**config.mk**
```make
export PLATFORM = sky130hd
export DESIGN_NAME = feed_watchdog
export DESIGN_NICKNAME = d
export VERILOG_FILES = /design/src/rtl/feed_watchdog.sv
export SDC_FILE = /design/constraint.sdc
export NUM_CORES = 1
export LEC_CHECK = 0
export BUFFER_PORTS_ARGS = -buffer_cell sky130_fd_sc_hd__buf_2
export CORE_ASPECT_RATIO = 1.2
export CORE_MARGIN = 3
export CORE_UTILIZATION = 42
export CTS_CLUSTER_SIZE = 28
export DETAILED_ROUTE_END_ITERATION = 10
export GPL_TIMING_DRIVEN = 0
export MAX_ROUTING_LAYER = met4
export PLACE_DENSITY = 0.67
export SYNTH_ARGS = -nofsm -noshare
export SYNTH_HDL_FRONTEND = slang
export SYNTH_SLANG_ARGS = --single-unit
```
**constraint.sdc**
```tcl
create_clock -name clk -period 1.8 [get_ports clk]
set_input_delay 0.45 -clock clk [delete_from_list [all_inputs] [get_ports clk]]
set_output_delay 0.45 -clock clk [all_outputs]
set_load 0.05 [all_outputs]
```
**src/rtl/feed_watchdog.sv**
```systemverilog
module feed_watchdog #(
  parameter int CW = 10,
  parameter int DW = 16,
  parameter int PRE_DIV = 4,
  parameter logic [CW-1:0] TC_RESET = '1
) (
  input  logic          clk,
  input  logic          rst_n,
  input  logic          por_n,
  input  logic          wd_tick,
  input  logic          bus_sel,
  input  logic          bus_we,
  input  logic [1:0]    bus_addr,
  input  logic [DW-1:0] bus_wdata,
  output logic [DW-1:0] bus_rdata,
  output logic          rst_req
);
  localparam int PW = (PRE_DIV > 1) ? $clog2(PRE_DIV) : 1;
  localparam logic [PW-1:0] PRE_LAST = PW'(PRE_DIV - 1);
  localparam logic [DW-1:0] KEY_A = DW'(8'hAA);
  localparam logic [DW-1:0] KEY_B = DW'(8'h55);
  localparam logic [1:0] A_MODE = 2'd0, A_TC = 2'd1, A_FEED = 2'd2, A_CNT = 2'd3;

  logic          en, rst_en, flag, running, half;
  logic [CW-1:0] tc, cnt;
  logic [PW-1:0] pre;

  wire sys_n    = rst_n & por_n;
  wire wr       = bus_sel & bus_we;
  wire mode_wr  = wr && bus_addr == A_MODE;
  wire feed_wr  = wr && bus_addr == A_FEED;
  wire feed_ok  = feed_wr && bus_wdata == KEY_B && half && en;
  wire step     = running && wd_tick && pre == PRE_LAST;
  wire last     = cnt <= CW'(1);
  wire expire   = step && last;

  always_ff @(posedge clk or negedge sys_n) begin
    if (!sys_n) begin
      en      <= 1'b0;
      rst_en  <= 1'b0;
      tc      <= TC_RESET;
      cnt     <= TC_RESET;
      running <= 1'b0;
      pre     <= '0;
      half    <= 1'b0;
      rst_req <= 1'b0;
    end else begin
      rst_req <= expire & rst_en;
      if (bus_sel) half <= feed_wr && bus_wdata == KEY_A;
      if (mode_wr) begin
        en     <= en | bus_wdata[0];
        rst_en <= rst_en | bus_wdata[1];
      end
      if (wr && bus_addr == A_TC) tc <= bus_wdata[CW-1:0];
      if (feed_ok) begin
        cnt     <= tc;
        pre     <= '0;
        running <= 1'b1;
      end else if (running && wd_tick) begin
        pre <= (pre == PRE_LAST) ? '0 : pre + 1'b1;
        if (step) begin
          cnt <= last ? '0 : cnt - 1'b1;
          if (last) running <= 1'b0;
        end
      end
    end
  end

  always_ff @(posedge clk or negedge por_n) begin
    if (!por_n)                        flag <= 1'b0;
    else if (expire)                   flag <= 1'b1;
    else if (mode_wr && !bus_wdata[2]) flag <= 1'b0;
  end

  always_comb begin
    case (bus_addr)
      A_MODE:  bus_rdata = {{(DW-3){1'b0}}, flag, rst_en, en};
      A_TC:    bus_rdata = DW'(tc);
      A_CNT:   bus_rdata = DW'(cnt);
      default: bus_rdata = '0;
    endcase
  end
endmodule

```
# After elaboration in Yosys (flattened, before gate mapping)
# Cells that the tools add are included.
# totals
register_bits	28
inputBits	24
out_inout_bits	17
word_cells	56
# classes
n_addsub	2
order_cmp	1
eq_ne	6
mux	14
n_bitwise	5
n_reduce_logical	19
# ops
cell	count
$mux W10	4
$pmux W10 S3	1
$eq A16 B7 Y1 const B	1
$eq A16 B8 Y1 const B	1
$logic_and A1 B1 Y1	11
$le A10 B1 Y1 const B	1
$sub A10 B1 Y10 const B	1
$reduce_bool A2 Y1	4
$eq A2 B2 Y1 const B	3
$mux W1	6
$mux W2	3
$and A1 B1 Y1	3
$reduce_and A3 Y1	1
$add A2 B1 Y2 const B	1
$eq A2 B1 Y1 const B	1
$logic_not A2 Y1	1
$or A1 B1 Y1	2
$reduce_and A2 Y1	1
$logic_not A1 Y1	1

# Depth between registers and ports, before layout
# Gate-level depths: netlist (run 1).
# depth
depth_word	7
ltp_mapped	6
ltp_nobuf	6

# Least setup slack after synthesis (run 1)
# No wires, ideal clock.
# synth_timing
path_type	input-to-output
start	in bus_addr[1]
end	out bus_rdata[0]
t_arrival_ns	1.941
setup_slack_ns	-0.591
cell_stages	3
path_buffers	2
cell_sequence	buf_4 clkbuf_1 o21ai_0
# synth_via
elab_chain_len	2
# synth_lines
element	line_no	source
from (decl)	13	input logic [1:0] bus_addr,
$eq A2 B2 Y1, or another cell as far along	76	case (bus_addr)
$pmux W10 S3 *	76	
to (decl)	15	output logic [DW-1:0] bus_rdata,
# Mark *: on every way between the ends. The rest lies on a longest branch, timed or not.

# Worst setup path in the final report (run 1)
# layout_timing
start	reg cnt[3]
end	reg cnt[5]
# layout_via
elab_chain_len	5
# layout_lines
element	line_no	source
from (decl)	25	logic [CW-1:0] tc, cnt;
from (signal assigned)	56	cnt <= tc;
from (signal assigned)	62	cnt <= last ? '0 : cnt - 1'b1;
$sub A10 B1 Y10 / $le A10 B1 Y1 (equally long branches)	62, 34	
$mux W10 *	62	
$mux W10 *	61	if (step) begin
$mux W10 *	59	end else if (running && wd_tick) begin
$mux W10 *	55	if (feed_ok) begin
# Mark *: on every way between the ends. The rest lies on a longest branch, timed or not. The select of a mux whose other input is x is not followed.
# A chain may end at the register's enable or synchronous reset.

==> out/metrics.yaml, run 1 <==
setup_viol: 2
worstPathArrival_ps: 2030
dp_hpwl_um: 3070
hold_path.startpoint: "bus_sel"
crit_type: "reg2reg"
hold_path_depth: 2
clock_skew_ps: 3.04
die_h_um: 77.3
via_per_inst: 5.29
rsz0062_at_grt: "yes"
status: "complete, but fails checks"
drive_gt1_share_pct: 53.8
finalWeightedCongestion: 0.792
drt_pass1_iterations: 4
area_growth_pct: 28.6
cts_buffer_depth: 2
violations: "negative setup slack"
rrSetupSlack_ps: -20
syn_area_sq_um: 1780
cp-start-kind: "flop"
route.vias.total: 1466
initial_core_util_pct: 44.5
antenna_found_initial: 0
synth_edf_count: 0
diodes: 0
yosys_register_bits: 28
post-route-period-util_pct: 101
coreArea_sq_um: 4000
drc: 0
worst_r2r_path_depth: 5
drv_cap: 0
ant_nets: 0
fin_crit_ps: 1820
die_area_sq_um: 5060
max_slew_margin_pct: 17.0
crit_fanout: 7
hold_path.class: "in2reg"
yosysMostFrequentCell: "dfstp_2"
ys_seq_area_share_pct: 40.8
r2r_start: "cnt[3]$_DFFE_PN1P_"
synthTopCellsByCount: "dfstp_2 (20), mux2_2 (13), mux2i_1 (13)"
fin_nets: 251
holdWs_ps: 383
cts_tree: "yes"
port_buffers: 32
worstSetupEndpointType: "flop"
cts_max_level: 1
worst_pin_slew_ps: 1250
fin_area_sq_um: 2290
synth_area_leaders: "dfstp_2 (30%), dfrtp_1 (11%), mux2_2 (8.2%)"
drt_iter0_markers: 27
gr-total-overflow: 0
min_to: "half$_DFFE_PN0P_"
grt_pass1_vias: 1410
wl_um: 4230
rows: 25
synth_ff_type: "dfstp_2"
critPathRequiredTime_ps: 2010
synthCells: 173
grt.total_usage_pct: 18.2
async_flop_share_pct: 100
yosys.area.top_type_share_pct: 29.5
hold_viol_final: 0
nFillCells: 398
yosys_warnings: 0
synth.avg_cell_area_sq_um: 10.3
clk_latency_ps: 280
grt_pass1_wl_um: 6970
grt_max_degree: 28
p_per_area_nw_per_um2: 640
boundaryPins: 41
synth_area_leader_cell: "dfstp_2"
fmax_mhz: 549
worstReg2RegEnd: "cnt[5]$_DFFE_PN1P_"
cts.sinks: 28
cts-buffers-inserted: 3
finalWorstSetupSlack_ps: -21.4
clkTransAtPathRegs_ps: 90
die_width_um: 65.4
wl_per_cell_um: 15.3
root_buffer: "clkbuf_8"
max-vdd-ir-drop_mv: 0.450
synth_cell_types: 44
place_area_sq_um: 2050
p_leak_nw: 1.02
slew_violations: 0
[where the power goes]
part           switching [mW]  total, mW  leakage, nW  internal, mW
registers              0.0522      0.774        0.313         0.722
clock network           0.201      0.360       0.0228         0.159
logic                   0.193      0.330        0.682         0.137
[flip-flops by register name (all words and copies together) (netlist names)]
| name | cells |
|---|---|
| cnt | 10 |
| running | 1 |
| half | 1 |
| en | 1 |
| flag | 1 |
| rst_req | 1 |
| pre | 2 |
| rst_en | 1 |
| tc | 10 |
[placed cells by master, fill, tap and decap left out, types with 2 or more instances in the layout]
master,synthesis,final
clkbuf_8,0,3
and2_1,2,2
buf_2,2,25
conb_1,1,6
mux2i_1,13,12
nand2b_1,2,2
nor2_1,7,7
or3_1,3,3
a21oi_1,7,7
o31ai_1,2,2
dfrtp_1,8,8
buf_6,1,4
o21ai_1,0,7
dfstp_2,20,20
and4bb_1,2,2
inv_1,4,3
o21ai_0,12,4
buf_4,7,18
nor2b_2,0,6
nor4_1,3,2
nand4_2,2,2
clkbuf_1,3,2
clkbuf_4,0,3
nand2_1,11,11
nor3_1,8,8
nor4_2,1,2
mux2_4,0,4
mux2_2,13,12
or4_4,1,3
nand3_1,5,5
or2_2,3,3
[metal layers]
metal	up-vias	part of all wire [%]	wire (um)	global-route usage, %
li1	720	-	-	-
met1	716	44	1870	23.5
met2	25	52	2190	30.3
met3	5	2.8	120	2.20
met4	0	0.99	42	4.36
met5	-	0	0	-
[final cells by class]
class / count / area [sq um] / share of cell area (%)
Timing Repair Buffer: 42 / 269 / 11.7
Multi-Input combinational cell: 133 / 1070 / 46.9
Inverter: 4 / 15.0 / 0.656
Tap cell: 54 / 67.6 / 2.95
Buffer: 12 / 92.6 / 4.04
Sequential cell: 28 / 726 / 31.7
Clock buffer: 4 / 45.0 / 1.97
[stage by stage]
step                      worst slack (ps)  std cells  setup TNS (ps)  utilization [%]  power [mW]
after floorplan                       -174        178            -544                -       0.997
after global routing                 -84.0        277            -176             57.2        1.53
after CTS                            -11.5        271           -23.3             55.1        1.46
final                                -21.4        277           -23.0             57.2        1.46
after detailed placement              -218        264           -1620             51.2        1.09
after global placement                -192        264           -1640             51.2        1.08
[logic make-up after synthesis]
family	after synthesis	share of synthesized area [%]
flops	28	40.8
buf+inv	17	5.62
compound gates	27	8.93
fa+ha+maj	3	2.11
simple gates	68	24.9
mux	29	17.4
other cells	1	0.211
[timing repair]
action / in CTS / in global routing
hold endpoints to repair: 1 / 0
pin swaps: 5 / 3
setup buffers: 2 / 7
setup endpoints to repair: 16 / 19
hold buffers: 1 / 0
resized for setup: 26 / 18
[worst max path at each step]
stage                                     to               start
after detailed placement  cnt[2]$_DFFE_PN1P_        bus_wdata[7]
after global placement    cnt[4]$_DFFE_PN1P_        bus_wdata[7]
after global routing      cnt[3]$_DFFE_PN1P_  cnt[1]$_DFFE_PN1P_
after CTS                 cnt[0]$_DFFE_PN1P_  cnt[3]$_DFFE_PN1P_
after floorplan                 bus_rdata[0]         bus_addr[1]
final                     cnt[5]$_DFFE_PN1P_  cnt[3]$_DFFE_PN1P_
[critical path, cell delays in order, from the launching register on]
cell and delay, ps:
dfstp_2 390, or4_4 580, and3b_2 350, buf_6 120
o21ai_2 60, mux2_4 260
Note: power is estimated with default switching activity, not from simulation.
==> run 2, diff against run 1 <==
--- a/config.mk
+++ b/config.mk
@@ -9,11 +9,14 @@
 export CORE_ASPECT_RATIO = 1.2
 export CORE_MARGIN = 3
 export CORE_UTILIZATION = 42
+export CTS_CLUSTER_DIAMETER = 200
 export CTS_CLUSTER_SIZE = 28
 export DETAILED_ROUTE_END_ITERATION = 10
 export GPL_TIMING_DRIVEN = 0
 export MAX_ROUTING_LAYER = met4
 export PLACE_DENSITY = 0.67
+export RECOVER_POWER = 100
 export SYNTH_ARGS = -nofsm -noshare
 export SYNTH_HDL_FRONTEND = slang
 export SYNTH_SLANG_ARGS = --single-unit
+export TNS_END_PERCENT = 20
==> out/metrics.yaml, run 2 (same netlist as run 1, synthesis figures left out) <==
clk_latency_ps: 280  # about the same
drc: 0  # unchanged
rows: 25  # unchanged
crit_fanout: 4  # -3
gr-total-overflow: 0  # unchanged
violations: "negative setup slack"
wl_per_cell_um: 15.1  # -1.3%
fmax_mhz: 552  # +0.46%
route.vias.total: 1441  # -1.7%
finalWorstSetupSlack_ps: -13.1  # +8.28 ps
grt_pass1_vias: 1391  # -1.3%
drt_pass1_iterations: 4  # unchanged
layout_commonest_cell: "buf_2"
die_width_um: 65.4  # unchanged
hold_viol_final: 0  # unchanged
wl_um: 4100  # -3.1%
cp-start-kind: "flop"
hold_path.startpoint: "bus_wdata[1]"
worst_pin_slew_ps: 1230  # -15.4 ps
max_slew_margin_pct: 18.0  # +1.0 points
grt_pass1_wl_um: 6630  # -4.9%
coreArea_sq_um: 4000  # unchanged
die_h_um: 77.3  # unchanged
worst_r2r_path_depth: 5  # unchanged
place_area_sq_um: 2030  # -0.92%
drt_iter0_markers: 33  # +22%
fin_nets: 246  # -2.0%
setup_viol: 1  # -1
slew_violations: 0  # unchanged
hold_path.class: "in2reg"
dp.cells: 264  # unchanged
antenna_found_initial: 0  # unchanged
drv_cap: 0  # unchanged
initial_core_util_pct: 44.5  # unchanged
cts_buffer_depth: 2  # unchanged
dp_hpwl_um: 3100  # +1.0%
finalWeightedCongestion: 0.769  # -2.9%
clock_skew_ps: 6.96  # +3.93 ps
via_per_inst: 5.30  # +0.10%
worstSetupEndpointType: "flop"
p_per_area_nw_per_um2: 659  # +3.0%
diodes: 0  # unchanged
largest_registers: "cnt x10, tc x10, pre x2"
grt.total_usage_pct: 17.4  # -0.82 points
critPathRequiredTime_ps: 2030  # +20 ps
fin_cells: 272  # -1.8%
status: "complete, but fails checks"
dp_slack_ps: -332  # -114 ps
cts-buffers-inserted: 3  # unchanged
fin_crit_ps: 1810  # -8.28 ps
max-vdd-ir-drop_mv: 0.438  # -2.7%
final_util_pct: 55.6  # -1.6 points
endpoint: "cnt[5]$_DFFE_PN1P_"
final_cell_mix: "buf_2 (22), dfstp_2 (20), buf_4 (15), mux2i_1 (12)"
crit_start: "pre[1]$_DFFE_PN0P_"
boundaryPins: 41  # unchanged
finalPower_mw: 1.47  # +0.12%
p_leak_nw: 0.973  # -4.4%
cts_max_level: 1  # unchanged
fin_area_sq_um: 2220  # -2.8%
grt_max_degree: 28  # unchanged
rrSetupSlack_ps: -10  # about the same
holdWs_ps: 394  # +10.5 ps
crit_type: "reg2reg"
ant_nets: 0  # unchanged
area_growth_pct: 24.9
cts.sinks: 28  # unchanged
drive_gt1_share_pct: 49.1  # -4.7 points
die_area_sq_um: 5060  # unchanged
root_buffer: "clkbuf_8"
rsz0062_at_grt: "yes"
cts_tree: "yes"
port_buffers: 32  # unchanged
clkTransAtPathRegs_ps: 100  # about the same
tns_ps: -13.1  # +9.95 ps
post-route-period-util_pct: 101  # -0.46 points
worstReg2RegEnd: "cnt[5]$_DFFE_PN1P_"
r2r_start: "pre[1]$_DFFE_PN0P_"
worstPathArrival_ps: 2040  # about the same
[run 2: cell types whose count changed in the layout (fill, tap and decap cells not counted), sizes merged]
| cell | change |
|---|---|
| buf | -8 |
| clkbuf | +3 |
[run 2: how the worst min path moves through the flow]
stage                     slack (ps)  cells after the start                 end
after floorplan                  150                      0    flag$_DFFE_PN0P_
after global placement           240                      1    flag$_DFFE_PN0P_
after detailed placement         240                      1    flag$_DFFE_PN0P_
after CTS                        370                      2    half$_DFFE_PN0P_
after global routing             420                      2      en$_DFFE_PN0P_
final                            390                      3  rst_en$_DFFE_PN0P_
[run 2: cell type report]
cell class / count / area [sq um]
buffer: 11 / 87.6
timing repair buffer: 38 / 231
fill: 379 / 1780
multi-input combinational: 133 / 1050
inverter: 4 / 15.0
clock buffer: 4 / 45.0
tap: 54 / 67.6
sequential: 28 / 726
[run 2: repair_timing]
action | in CTS | in global routing
endpoints found under the setup margin | 17 | 17
hold buffers | 1 | 0
pin swaps | 0 | 8
setup buffers | 0 | 5
gates resized for setup | 12 | 32
endpoints found under the hold margin | 1 | 0
[run 2: critical path, stage by stage (launching register included)]
cell	delay (ps)
dfrtp_1	410
ha_4	170
or4b_4	460
or4_4	420
o21ai_2	150
mux2_4	150
[run 2: power breakdown]
group	switching [mW]	internal, mW
clock network	0.214	0.159
logic	0.189	0.134
registers	0.0487	0.721
[run 2: routing by layer]
metal / GRT usage, % / wire length [um]
met1: 21.5 / 1850
met5: - / 0
met4: 5.60 / 56
met3: 2.34 / 123
met2: 29.1 / 2070
